[config.mk]
export PLATFORM = sky130hd
export DESIGN_NAME = regbus_slave
export DESIGN_NICKNAME = d
export VERILOG_FILES = /design/src/rtl/regbus_pkg.sv /design/src/rtl/regbus_sync.sv /design/src/rtl/regbus_pwr_gate.sv /design/src/rtl/regbus_write_frame.sv /design/src/rtl/regbus_slave.sv
export SDC_FILE = /design/constraint.sdc
export NUM_CORES = 1
export LEC_CHECK = 0
export ABC_AREA = 1
export BUFFER_PORTS_ARGS = -buffer_cell sky130_fd_sc_hd__buf_4
export CAP_MARGIN = 10
export CORE_UTILIZATION = 45
export CTS_BUF_LIST = sky130_fd_sc_hd__clkbuf_8
export DETAILED_ROUTE_END_ITERATION = 8
export PLACE_DENSITY = 0.69
export SYNTH_ARGS = -nofsm -noshare
export SYNTH_HDL_FRONTEND = slang
export SYNTH_SLANG_ARGS = --single-unit
[constraint.sdc]
create_clock -name clk -period 2.95 [get_ports clk]
set_input_delay 0.59 -clock clk [delete_from_list [all_inputs] [get_ports clk]]
set_output_delay 0.59 -clock clk [all_outputs]
set_load 0.02 [all_outputs]
[src/rtl/regbus_pkg.sv]
package regbus_pkg;

  // Read decode on active-low strobes
  function automatic logic is_read(logic cs_n, logic oe_n, logic we_n);
    return !cs_n && !oe_n && we_n;
  endfunction

  // Write overlap on active-low strobes
  function automatic logic is_write(logic cs_n, logic we_n);
    return !cs_n && !we_n;
  endfunction

  // Saturating increment used by both recovery counters
  function automatic int sat_next(int cur, int lim);
    return (cur >= lim) ? lim : cur + 1;
  endfunction

endpackage

[src/rtl/regbus_sync.sv]
module regbus_sync #(
  parameter int W = 1,
  parameter int STAGES = 2,
  parameter logic [W-1:0] RST_VAL = '0
) (
  input  logic         clk,
  input  logic         rst_n,
  input  logic [W-1:0] d,
  output logic [W-1:0] q
);
  logic [STAGES-1:0][W-1:0] stg;

  always_ff @(posedge clk or negedge rst_n) begin
    if (!rst_n) begin
      for (int i = 0; i < STAGES; i++) stg[i] <= RST_VAL;
    end else begin
      stg[0] <= d;
      for (int i = 1; i < STAGES; i++) stg[i] <= stg[i-1];
    end
  end

  assign q = stg[STAGES-1];
endmodule

[src/rtl/regbus_pwr_gate.sv]
module regbus_pwr_gate #(
  parameter int REC = 16
) (
  input  logic clk,
  input  logic rst_n,
  input  logic pwr_s,
  output logic pwr_ok
);
  import regbus_pkg::*;
  localparam int CW = $clog2(REC + 1);

  logic [CW-1:0] cnt;

  always_ff @(posedge clk or negedge rst_n) begin
    if (!rst_n)      cnt <= '0;
    else if (!pwr_s) cnt <= '0;
    else             cnt <= CW'(sat_next(int'(cnt), REC));
  end

  assign pwr_ok = (cnt == CW'(REC));

  AST_PWR_DROP: assert property (@(posedge clk) disable iff (!rst_n)
    !pwr_s |=> !pwr_ok);
  AST_PWR_WAIT: assert property (@(posedge clk) disable iff (!rst_n)
    $rose(pwr_ok) |-> $past(pwr_s));
endmodule

[src/rtl/regbus_write_frame.sv]
module regbus_write_frame #(
  parameter int ADDR_W = 6,
  parameter int DATA_W = 8,
  parameter int WE_REC = 4
) (
  input  logic              clk,
  input  logic              rst_n,
  input  logic              cs_s,
  input  logic              we_s,
  input  logic              pwr_ok,
  input  logic [ADDR_W-1:0] addr_s,
  input  logic [DATA_W-1:0] data_s,
  output logic              rec_ok,
  output logic              wr_en,
  output logic [ADDR_W-1:0] wr_addr,
  output logic [DATA_W-1:0] wr_data
);
  import regbus_pkg::*;
  localparam int RW = $clog2(WE_REC + 1);

  logic              wr_now, wr_prev, armed, we_prev;
  logic              wr_start, wr_end;
  logic [RW-1:0]     we_cnt;
  logic [ADDR_W-1:0] addr_prev;
  logic [DATA_W-1:0] data_prev;

  assign wr_now   = is_write(cs_s, we_s);
  assign wr_start = wr_now && !wr_prev;
  assign wr_end   = wr_prev && !wr_now;
  assign rec_ok   = (we_cnt == RW'(WE_REC));

  // Length of the latest write-strobe high interval, frozen while low
  always_ff @(posedge clk or negedge rst_n) begin
    if (!rst_n) begin
      we_prev <= 1'b1;
      we_cnt  <= '0;
    end else begin
      we_prev <= we_s;
      if (we_s) we_cnt <= we_prev ? RW'(sat_next(int'(we_cnt), WE_REC)) : RW'(1);
    end
  end

  always_ff @(posedge clk or negedge rst_n) begin
    if (!rst_n) begin
      wr_prev   <= 1'b0;
      armed     <= 1'b0;
      addr_prev <= '0;
      data_prev <= '0;
      wr_en     <= 1'b0;
      wr_addr   <= '0;
      wr_data   <= '0;
    end else begin
      wr_prev   <= wr_now;
      addr_prev <= addr_s;
      data_prev <= data_s;
      if (!pwr_ok)       armed <= 1'b0;
      else if (wr_start) armed <= rec_ok;
      else if (wr_end)   armed <= 1'b0;
      wr_en <= wr_end && armed && pwr_ok;
      if (wr_end) begin
        wr_addr <= addr_prev;
        wr_data <= data_prev;
      end
    end
  end

  AST_WR_FRAMED: assert property (@(posedge clk) disable iff (!rst_n)
    wr_en |-> $past(wr_end));
  AST_WR_SINGLE: assert property (@(posedge clk) disable iff (!rst_n)
    wr_en |=> !wr_en);
  AST_WR_POWERED: assert property (@(posedge clk) disable iff (!rst_n)
    wr_en |-> $past(pwr_ok));
endmodule

[src/rtl/regbus_slave.sv]
module regbus_slave #(
  parameter int ADDR_W = 6,
  parameter int DATA_W = 8,
  parameter int SYNC_STAGES = 2,
  parameter int PWR_REC = 16,
  parameter int WE_REC = 4
) (
  input  logic              clk,
  input  logic              rst_n,
  input  logic              pwr_good,
  input  logic              cs_n,
  input  logic              oe_n,
  input  logic              we_n,
  input  logic [ADDR_W-1:0] addr,
  input  logic [DATA_W-1:0] data_in,
  output logic [DATA_W-1:0] data_out,
  output logic              data_oe,
  output logic [ADDR_W-1:0] rd_addr,
  input  logic [DATA_W-1:0] rd_data,
  output logic              wr_en,
  output logic [ADDR_W-1:0] wr_addr,
  output logic [DATA_W-1:0] wr_data
);
  import regbus_pkg::*;
  localparam int SW = 4 + ADDR_W + DATA_W;
  localparam logic [SW-1:0] SYNC_RST = {4'b0111, {(ADDR_W + DATA_W){1'b0}}};

  logic [SW-1:0]     pin_vec, syn_vec;
  logic              pwr_s, cs_s, oe_s, we_s, pwr_ok, rec_ok, read_cyc;
  logic [ADDR_W-1:0] addr_s;
  logic [DATA_W-1:0] data_s;

  assign pin_vec = {pwr_good, cs_n, oe_n, we_n, addr, data_in};
  assign {pwr_s, cs_s, oe_s, we_s, addr_s, data_s} = syn_vec;

  regbus_sync #(.W(SW), .STAGES(SYNC_STAGES), .RST_VAL(SYNC_RST)) u_sync (
    .clk(clk), .rst_n(rst_n), .d(pin_vec), .q(syn_vec));

  regbus_pwr_gate #(.REC(PWR_REC)) u_pwr (
    .clk(clk), .rst_n(rst_n), .pwr_s(pwr_s), .pwr_ok(pwr_ok));

  regbus_write_frame #(.ADDR_W(ADDR_W), .DATA_W(DATA_W), .WE_REC(WE_REC)) u_wr (
    .clk(clk), .rst_n(rst_n), .cs_s(cs_s), .we_s(we_s), .pwr_ok(pwr_ok),
    .addr_s(addr_s), .data_s(data_s), .rec_ok(rec_ok),
    .wr_en(wr_en), .wr_addr(wr_addr), .wr_data(wr_data));

  assign read_cyc = is_read(cs_s, oe_s, we_s);
  assign data_oe  = read_cyc && pwr_ok && rec_ok;
  assign data_out = data_oe ? rd_data : '0;
  assign rd_addr  = addr_s;

  // Holds for WE_REC of 2 or more: the pulse cycle follows a fresh strobe rise
  AST_NO_DRIVE_ON_WRITE: assert property (@(posedge clk) disable iff (!rst_n)
    wr_en |-> !data_oe);
  AST_DRIVE_POWERED: assert property (@(posedge clk) disable iff (!rst_n)
    $rose(data_oe) |-> $past(pwr_s));
endmodule

==> results of run 1 <==
[logic make-up after synthesis]
group,Yosys count,synth area share
DFF,76,0.764
and+or+nand+nor,79,0.137
adders and majority gates,4,0.0200
xor gates and xnor gates,1,0.00350
AOI/OAI and AO/OA,7,0.0165
buffers and inverters,30,0.0586
[where the power goes]
group	switching (W)	leakage, nW	internal, W
clock	0.000321	0.108	0.000474
combinational	0.000127	0.608	0.0000938
sequential	0.0000355	0.905	0.00112
total	0.000484	1.62	0.00169
[synth_stat cells]
| master | count |
|---|---|
| sky130_fd_sc_hd__dfrtp_1 | 69 |
| sky130_fd_sc_hd__nand2_1 | 55 |
| sky130_fd_sc_hd__inv_1 | 21 |
| sky130_fd_sc_hd__nor2_1 | 10 |
| sky130_fd_sc_hd__nor3_1 | 8 |
| sky130_fd_sc_hd__buf_4 | 7 |
| sky130_fd_sc_hd__dfstp_2 | 7 |
| sky130_fd_sc_hd__ha_1 | 4 |
| sky130_fd_sc_hd__a21oi_1 | 3 |
| sky130_fd_sc_hd__nand3_1 | 2 |
| sky130_fd_sc_hd__a21boi_0 | 1 |
| sky130_fd_sc_hd__buf_6 | 1 |
| sky130_fd_sc_hd__inv_2 | 1 |
| sky130_fd_sc_hd__nand3b_1 | 1 |
| sky130_fd_sc_hd__nor2_4 | 1 |
| sky130_fd_sc_hd__nor2_8 | 1 |
| sky130_fd_sc_hd__nor3_2 | 1 |
| sky130_fd_sc_hd__o21a_1 | 1 |
| sky130_fd_sc_hd__o21ai_1 | 1 |
| sky130_fd_sc_hd__o22ai_1 | 1 |
| sky130_fd_sc_hd__xor2_1 | 1 |
[routing by layer]
| metal | global-route usage | wire [µm] |
|---|---|---|
| met1 | 0.152 | 1460 |
| met2 | 0.241 | 1820 |
| met3 | 0.0431 | 196 |
| met4 | 0.104 | 104 |
| met5 | 0 | 0 |
[final timing paths]
kind	from	end	slack, ns	depth (start not counted)
hold reg to reg	u_sync.stg[5]	u_sync.q[5]	0.35	0
setup / recovery	u_wr.we_cnt[0]	data_out[0]	0.61	6
min in group asynchronous	rst_n	u_sync.q[1]	0.38	1
setup reg to reg	u_sync.q[14]	u_wr.wr_data[1]	1.62	5
hold / removal	u_sync.stg[5]	u_sync.q[5]	0.35	0
max in group asynchronous	rst_n	u_wr.addr_prev[3]	1.99	1
[critical path, delay by kind of cell (launching register included)]
kind	cells	cell delay, ns
flops	1	0.38
fa+ha+maj	1	0.14
buf+inv	2	0.28
simple gates	3	0.62
[area by class of cell]
type | count | area (µm²) | area share
inverters | 22 | 82.6 | 0.0261
flip-flops and latches | 76 | 1910 | 0.605
well taps | 70 | 87.6 | 0.0277
repair buffers | 57 | 428 | 0.135
clock buffers | 13 | 179 | 0.0566
clock inverters | 1 | 30.0 | 0.00950
multi-input cells | 91 | 443 | 0.140
[per-stage QoR]
stage | hold slack (ns) | instance area (µm²) | total power, W | util | setup slack, ns
after floorplan | 0.294 | 2500 | 0.00129 | - | 0.949
after global placement | 0.331 | 2950 | 0.00139 | 0.564 | 1.07
after detailed placement | 0.335 | 2950 | 0.00140 | 0.564 | 0.980
after CTS | 0.342 | 3160 | 0.00220 | 0.603 | 0.614
after global routing | 0.342 | 3160 | 0.00227 | 0.603 | 0.451
final | 0.346 | 3160 | 0.00217 | 0.603 | 0.614
[state kept, by name, summed over array words and instances, names as in the netlist]
register and cells:
u_wr.wr_data 8, u_sync.stg 18, u_wr.we_cnt 3, u_pwr.cnt 5, u_wr.addr_prev 6, u_wr.wr_prev 1
u_wr.we_prev 1, u_wr.data_prev 8, u_wr.wr_addr 6, u_wr.armed 1, u_sync.q 18, u_wr.wr_en 1
[cell usage in the layout (no fill, tap or decap)]
cell                         n
sky130_fd_sc_hd__o21ai_1     1
sky130_fd_sc_hd__bufinv_16   1
sky130_fd_sc_hd__clkbuf_8   13
sky130_fd_sc_hd__xor2_1      1
sky130_fd_sc_hd__nor3_1      8
sky130_fd_sc_hd__nand2_1    55
sky130_fd_sc_hd__nor2_1     10
sky130_fd_sc_hd__nor2_8      1
sky130_fd_sc_hd__o21a_1      1
sky130_fd_sc_hd__o22ai_1     1
sky130_fd_sc_hd__nand3_1     2
sky130_fd_sc_hd__buf_4      57
sky130_fd_sc_hd__dfrtp_1    69
sky130_fd_sc_hd__inv_2       1
sky130_fd_sc_hd__inv_1      21
sky130_fd_sc_hd__a21boi_0    1
sky130_fd_sc_hd__a21oi_1     3
sky130_fd_sc_hd__dfstp_2     7
sky130_fd_sc_hd__nor3_2      1
sky130_fd_sc_hd__ha_1        4
sky130_fd_sc_hd__nand3b_1    1
sky130_fd_sc_hd__nor2_4      1
==> reports/results.md, run 1 <==
### Worst setup path
* flip-flop — critical path startpoint category
* sky130_fd_sc_hd__dfrtp_1 — slowest cell on the critical path
* 0.38 ns — slowest cell delay on critical path
* inv_1, ha_1, nand2_1, nand3b_1, nor3_1, buf_4 — chain of cells forming the critical path
* 2.36 ns — data required time at the worst endpoint
* 1.75 ns — data arrival time of the critical path
* flip-flop to primary output — Setup Crit Path Kind
* 9 — highest net fanout along the worst path
* primary output — CP endpoint kind

### Drt
* 10.8 µm — wire per inst
* 4.32 — routed via count divided by cell count
* 0 — antenna-violating nets left
* 1424 — number of vias after detailed routing
* 0 — DRC
* 3580 µm — total length of routed wires
* 4 — Pre-Repair DR Iteration Count
* 88 — DR iter-0 viols

### Power
* 1.62 nW — leakage power
* 428 µV — worst-case vdd ir drop
* 688 nW/µm² — Power Dens Cells

### Global routing
* 1469 — number of global-route vias before repair
* 0 — leftover overflow at the end of global routing
* 0.143 — all-layer global routing usage
* 0 — initial antenna violation count
* 77 — largest net degree at the start of global routing
* 6180 µm — first-pass GRT wire length

### Place
* 316 — number of cells after detailed placement
* 2430 µm — detailed-placement wirelength estimate
* 0.697 — Final Wtd Congestion
* 57 — count of buffers from port buffering

### Die
* 0.477 — initial cell density of the core
* 5240 µm² — Core Area
* 58 — top-level port count
* 26 — row count
* 5860 µm² — floorplan die area
* 76.5 µm — Die Height
* 76.5 µm — die boundary width

### Clock network
* yes — CTS tree
* 0.07 ns — clock transition at the registers of the reported paths
* 0 — post-cts sizing count
* 3 — CTS H-tree lvls
* 0.33 ns — later-pin clock latency in the skew report
* sky130_fd_sc_hd__clkbuf_8 — root buffer cell
* 0 — hold-fix buffer count after cts
* 76 — CTS sink cnt
* 2 — largest buffer count on any clock path
* 0 — number of buffers inserted to repair setup after CTS
* 9 — TritonCTS Buffers

### STA
* 0 — number of max-slew violations in the final report
* 2.34 ns — final critical delay including setup and external delays
* 0 ns — accumulated negative setup slack
* 0.412 — Worst slew margin
* 0 — final setup violation count
* 0.00771 ns — Post-Route Skew
* 0.792 — final worst path period share
* false — setup repair after global routing missed its margin
* 428 MHz — fmax
* 0.882 ns — worst slew pin tran
* 0 — Final Hold Fails

### Logic synthesis
* 229 — syn_nets
* 12.7 µm² — Mapped Avg Cell Area
* 197 — number of instances in the synthesized netlist
* 76 — #FFs+latches synth
* 0 — YS warnings
* sky130_fd_sc_hd__dfrtp_1 — area leader, netlist
* 0.764 — post-synthesis sequential area ratio
* 21 — Synth cell types
* sky130_fd_sc_hd__dfrtp_1 (69%), sky130_fd_sc_hd__nand2_1 (8.3%), sky130_fd_sc_hd__dfstp_2 (7.4%) — main area contributors after synthesis
* 0.691 — portion of synthesized cell area occupied by the leading cell type
* 2500 µm² — Mapped Area

### Cells and area
* 0.315 — share of final-layout standard cells stronger than drive strength 1
* 427 — fillcell total
* 26.4% — Area growth syn-to-layout
* 330 — fin cells
* 289 — count of nets after finishing
* 0 — Ant. Diodes

### Status
* completed — run status

### Job
* 0 — max-cap check violation count

### Hold path
* flip-flop to flip-flop — Hold WC Path Type

Power figures use the tool's default switching activity.
==> run 2, diff against run 1 <==
==> constraint.sdc (replaced) <==
create_clock -name clk -period 2.4 [get_ports clk]
set_input_delay 0.48 -clock clk [delete_from_list [all_inputs] [get_ports clk]]
set_output_delay 0.48 -clock clk [all_outputs]
set_load 0.02 [all_outputs]
==> reports/results.md, run 2 (synthesis results as in run 1) <==
### Clock network
* 0.07 ns — clock transition at the registers of the reported paths, about the same
* 2 — largest buffer count on any clock path, unchanged
* 3 — CTS H-tree lvls, unchanged
* 0 — post-cts sizing count, unchanged
* yes — CTS tree
* 76 — CTS sink cnt, unchanged
* sky130_fd_sc_hd__clkbuf_8 — root buffer cell
* 0 — number of buffers inserted to repair setup after CTS, unchanged
* 0 — hold-fix buffer count after cts, unchanged
* 0.33 ns — later-pin clock latency in the skew report, about the same
* 9 — TritonCTS Buffers, unchanged

### STA
* 0.434 ns — worst slew pin tran, -0.448 ns
* 455 MHz — fmax
* 0 — number of max-slew violations in the final report, unchanged
* 0.0895 ns — Min Hold Slack, -0.257 ns
* 0.916 — final worst path period share
* 0.710 — Worst slew margin, +0.299
* true — setup repair after global routing missed its margin
* 0.203 ns — post-route worst setup slack, -0.411 ns
* 2.20 ns — final critical delay including setup and external delays
* 0 — final setup violation count, unchanged
* 0.00474 ns — Post-Route Skew, -0.00297 ns
* 0 — Final Hold Fails, unchanged

### Drt
* 1456 — number of vias after detailed routing, +2.2%
* 3 — Pre-Repair DR Iteration Count, -1
* 52 — DR iter-0 viols, -41%
* 3600 µm — total length of routed wires, +0.45%
* 0 — DRC, unchanged
* 0 — antenna-violating nets left, unchanged
* 10.8 µm — wire per inst, -0.16%
* 4.39 — routed via count divided by cell count, +1.6%

### Worst setup path
* primary output — CP endpoint kind
* flip-flop to primary output — Setup Crit Path Kind
* inv_1, ha_1, nand2_1, nand3b_1, nor3_1, buf_4 — chain of cells forming the critical path
* 5 — depth of the worst register-to-register path, unchanged
* 1.06 ns — slack of the worst reg-to-reg path, -0.56 ns
* u_wr.we_cnt[0] — Critical Path Source
* flip-flop — critical path startpoint category
* sky130_fd_sc_hd__dfrtp_1 — slowest cell on the critical path
* 1.72 ns — data arrival time of the critical path, -0.03 ns
* 0.38 ns — slowest cell delay on critical path, about the same
* 9 — highest net fanout along the worst path, unchanged
* data_out[0] — worst setup path end
* u_wr.wr_data[7] — R2R Path End
* u_sync.q[14] — source of the worst register-to-register timing path
* 1.92 ns — data required time at the worst endpoint, -0.44 ns

### Place
* 57 — count of buffers from port buffering, unchanged
* 317 — number of cells after detailed placement, +0.32%
* 2560 µm — detailed-placement wirelength estimate, +5.4%
* 0.708 — Final Wtd Congestion, +1.6%
* 0.546 ns — post-placement setup slack, -0.435 ns

### Die
* 0.477 — initial cell density of the core, unchanged
* 76.5 µm — die boundary width, unchanged
* 26 — row count, unchanged
* 58 — top-level port count, unchanged
* 76.5 µm — Die Height, unchanged
* 5860 µm² — floorplan die area, unchanged
* 5240 µm² — Core Area, unchanged

### Cells and area
* 26.9% — Area growth syn-to-layout
* 0.606 — core occupancy in the finished layout, +0.00215
* sky130_fd_sc_hd__dfrtp_1 — leading cell type in the layout, fill and taps excluded
* sky130_fd_sc_hd__dfrtp_1 (69), sky130_fd_sc_hd__buf_4 (57), sky130_fd_sc_hd__nand2_1 (55) — commonest non-fill, non-tap cells in the layout
* 332 — fin cells, +0.61%
* 0 — Ant. Diodes, unchanged
* 0.321 — share of final-layout standard cells stronger than drive strength 1, +0.00523
* 290 — count of nets after finishing, +0.35%

### Global routing
* 0 — initial antenna violation count, unchanged
* 6180 µm — first-pass GRT wire length, -0.11%
* 42 — largest net degree at the start of global routing, -45%
* 0.141 — all-layer global routing usage, -0.00177
* 1423 — number of global-route vias before repair, -3.1%
* 0 — leftover overflow at the end of global routing, unchanged

### Power
* 831 nW/µm² — Power Dens Cells, +21%
* 554 µV — worst-case vdd ir drop, +30%
* 1.63 nW — leakage power, +0.43%

### Hold path
* primary input to asynchronous set/reset pin — Hold WC Path Type

### Job
* 0 — max-cap check violation count, unchanged

### Status
* completed — run status

## run 2: worst min path at each step
| stage | startpoint | cells past startpoint | endpoint |
|---|---|---|---|
| after floorplan | rst_n | 0 | u_pwr.cnt[0] |
| after global placement | u_sync.stg[1] | 0 | u_sync.q[1] |
| after detailed placement | u_sync.stg[11] | 0 | u_sync.q[11] |
| after CTS | rst_n | 1 | u_sync.stg[1] |
| after global routing | rst_n | 1 | u_sync.stg[1] |
| final | rst_n | 1 | u_sync.stg[1] |
## run 2: critical path: cells and delay by family (launching register included)
family / cells / cell delay (ns)
simple gates: 3 / 0.60
flops: 1 / 0.38
buf+inv: 2 / 0.27
fa+ha+maj: 1 / 0.14
## run 2: stage by stage
stage,power [W],setup TNS [ns],area [µm²]
final,0.00264,0,3170
after global routing,0.00276,-0.00782,3170
after CTS,0.00267,0,3170
after detailed placement,0.00173,0,2970
after global placement,0.00172,0,2970
after floorplan,0.00158,0,2500
## run 2: layout make-up
class / instances / area (µm²)
Clock buffer: 11 / 151
Clock inverter: 4 / 48.8
Fill cell: 436 / 2070
Inverter: 22 / 82.6
Multi-Input combinational cell: 91 / 443
Sequential cell: 76 / 1910
Tap cell: 70 / 87.6
Timing Repair Buffer: 58 / 448
## run 2: where the power goes
part | leakage [nW] | switching [W] | internal [W]
combinational | 0.617 | 0.000155 | 0.000118
sequential | 0.905 | 0.0000448 | 0.00138
clock | 0.105 | 0.000410 | 0.000529
## run 2: per-layer routing
layer / wire [µm] / up-vias / GRT usage
li1: - / 712 / -
met4: 61 / 0 / 0.0808
met3: 200 / 9 / 0.0503
met5: 0 / - / 0
met2: 1880 / 44 / 0.243
met1: 1460 / 691 / 0.149
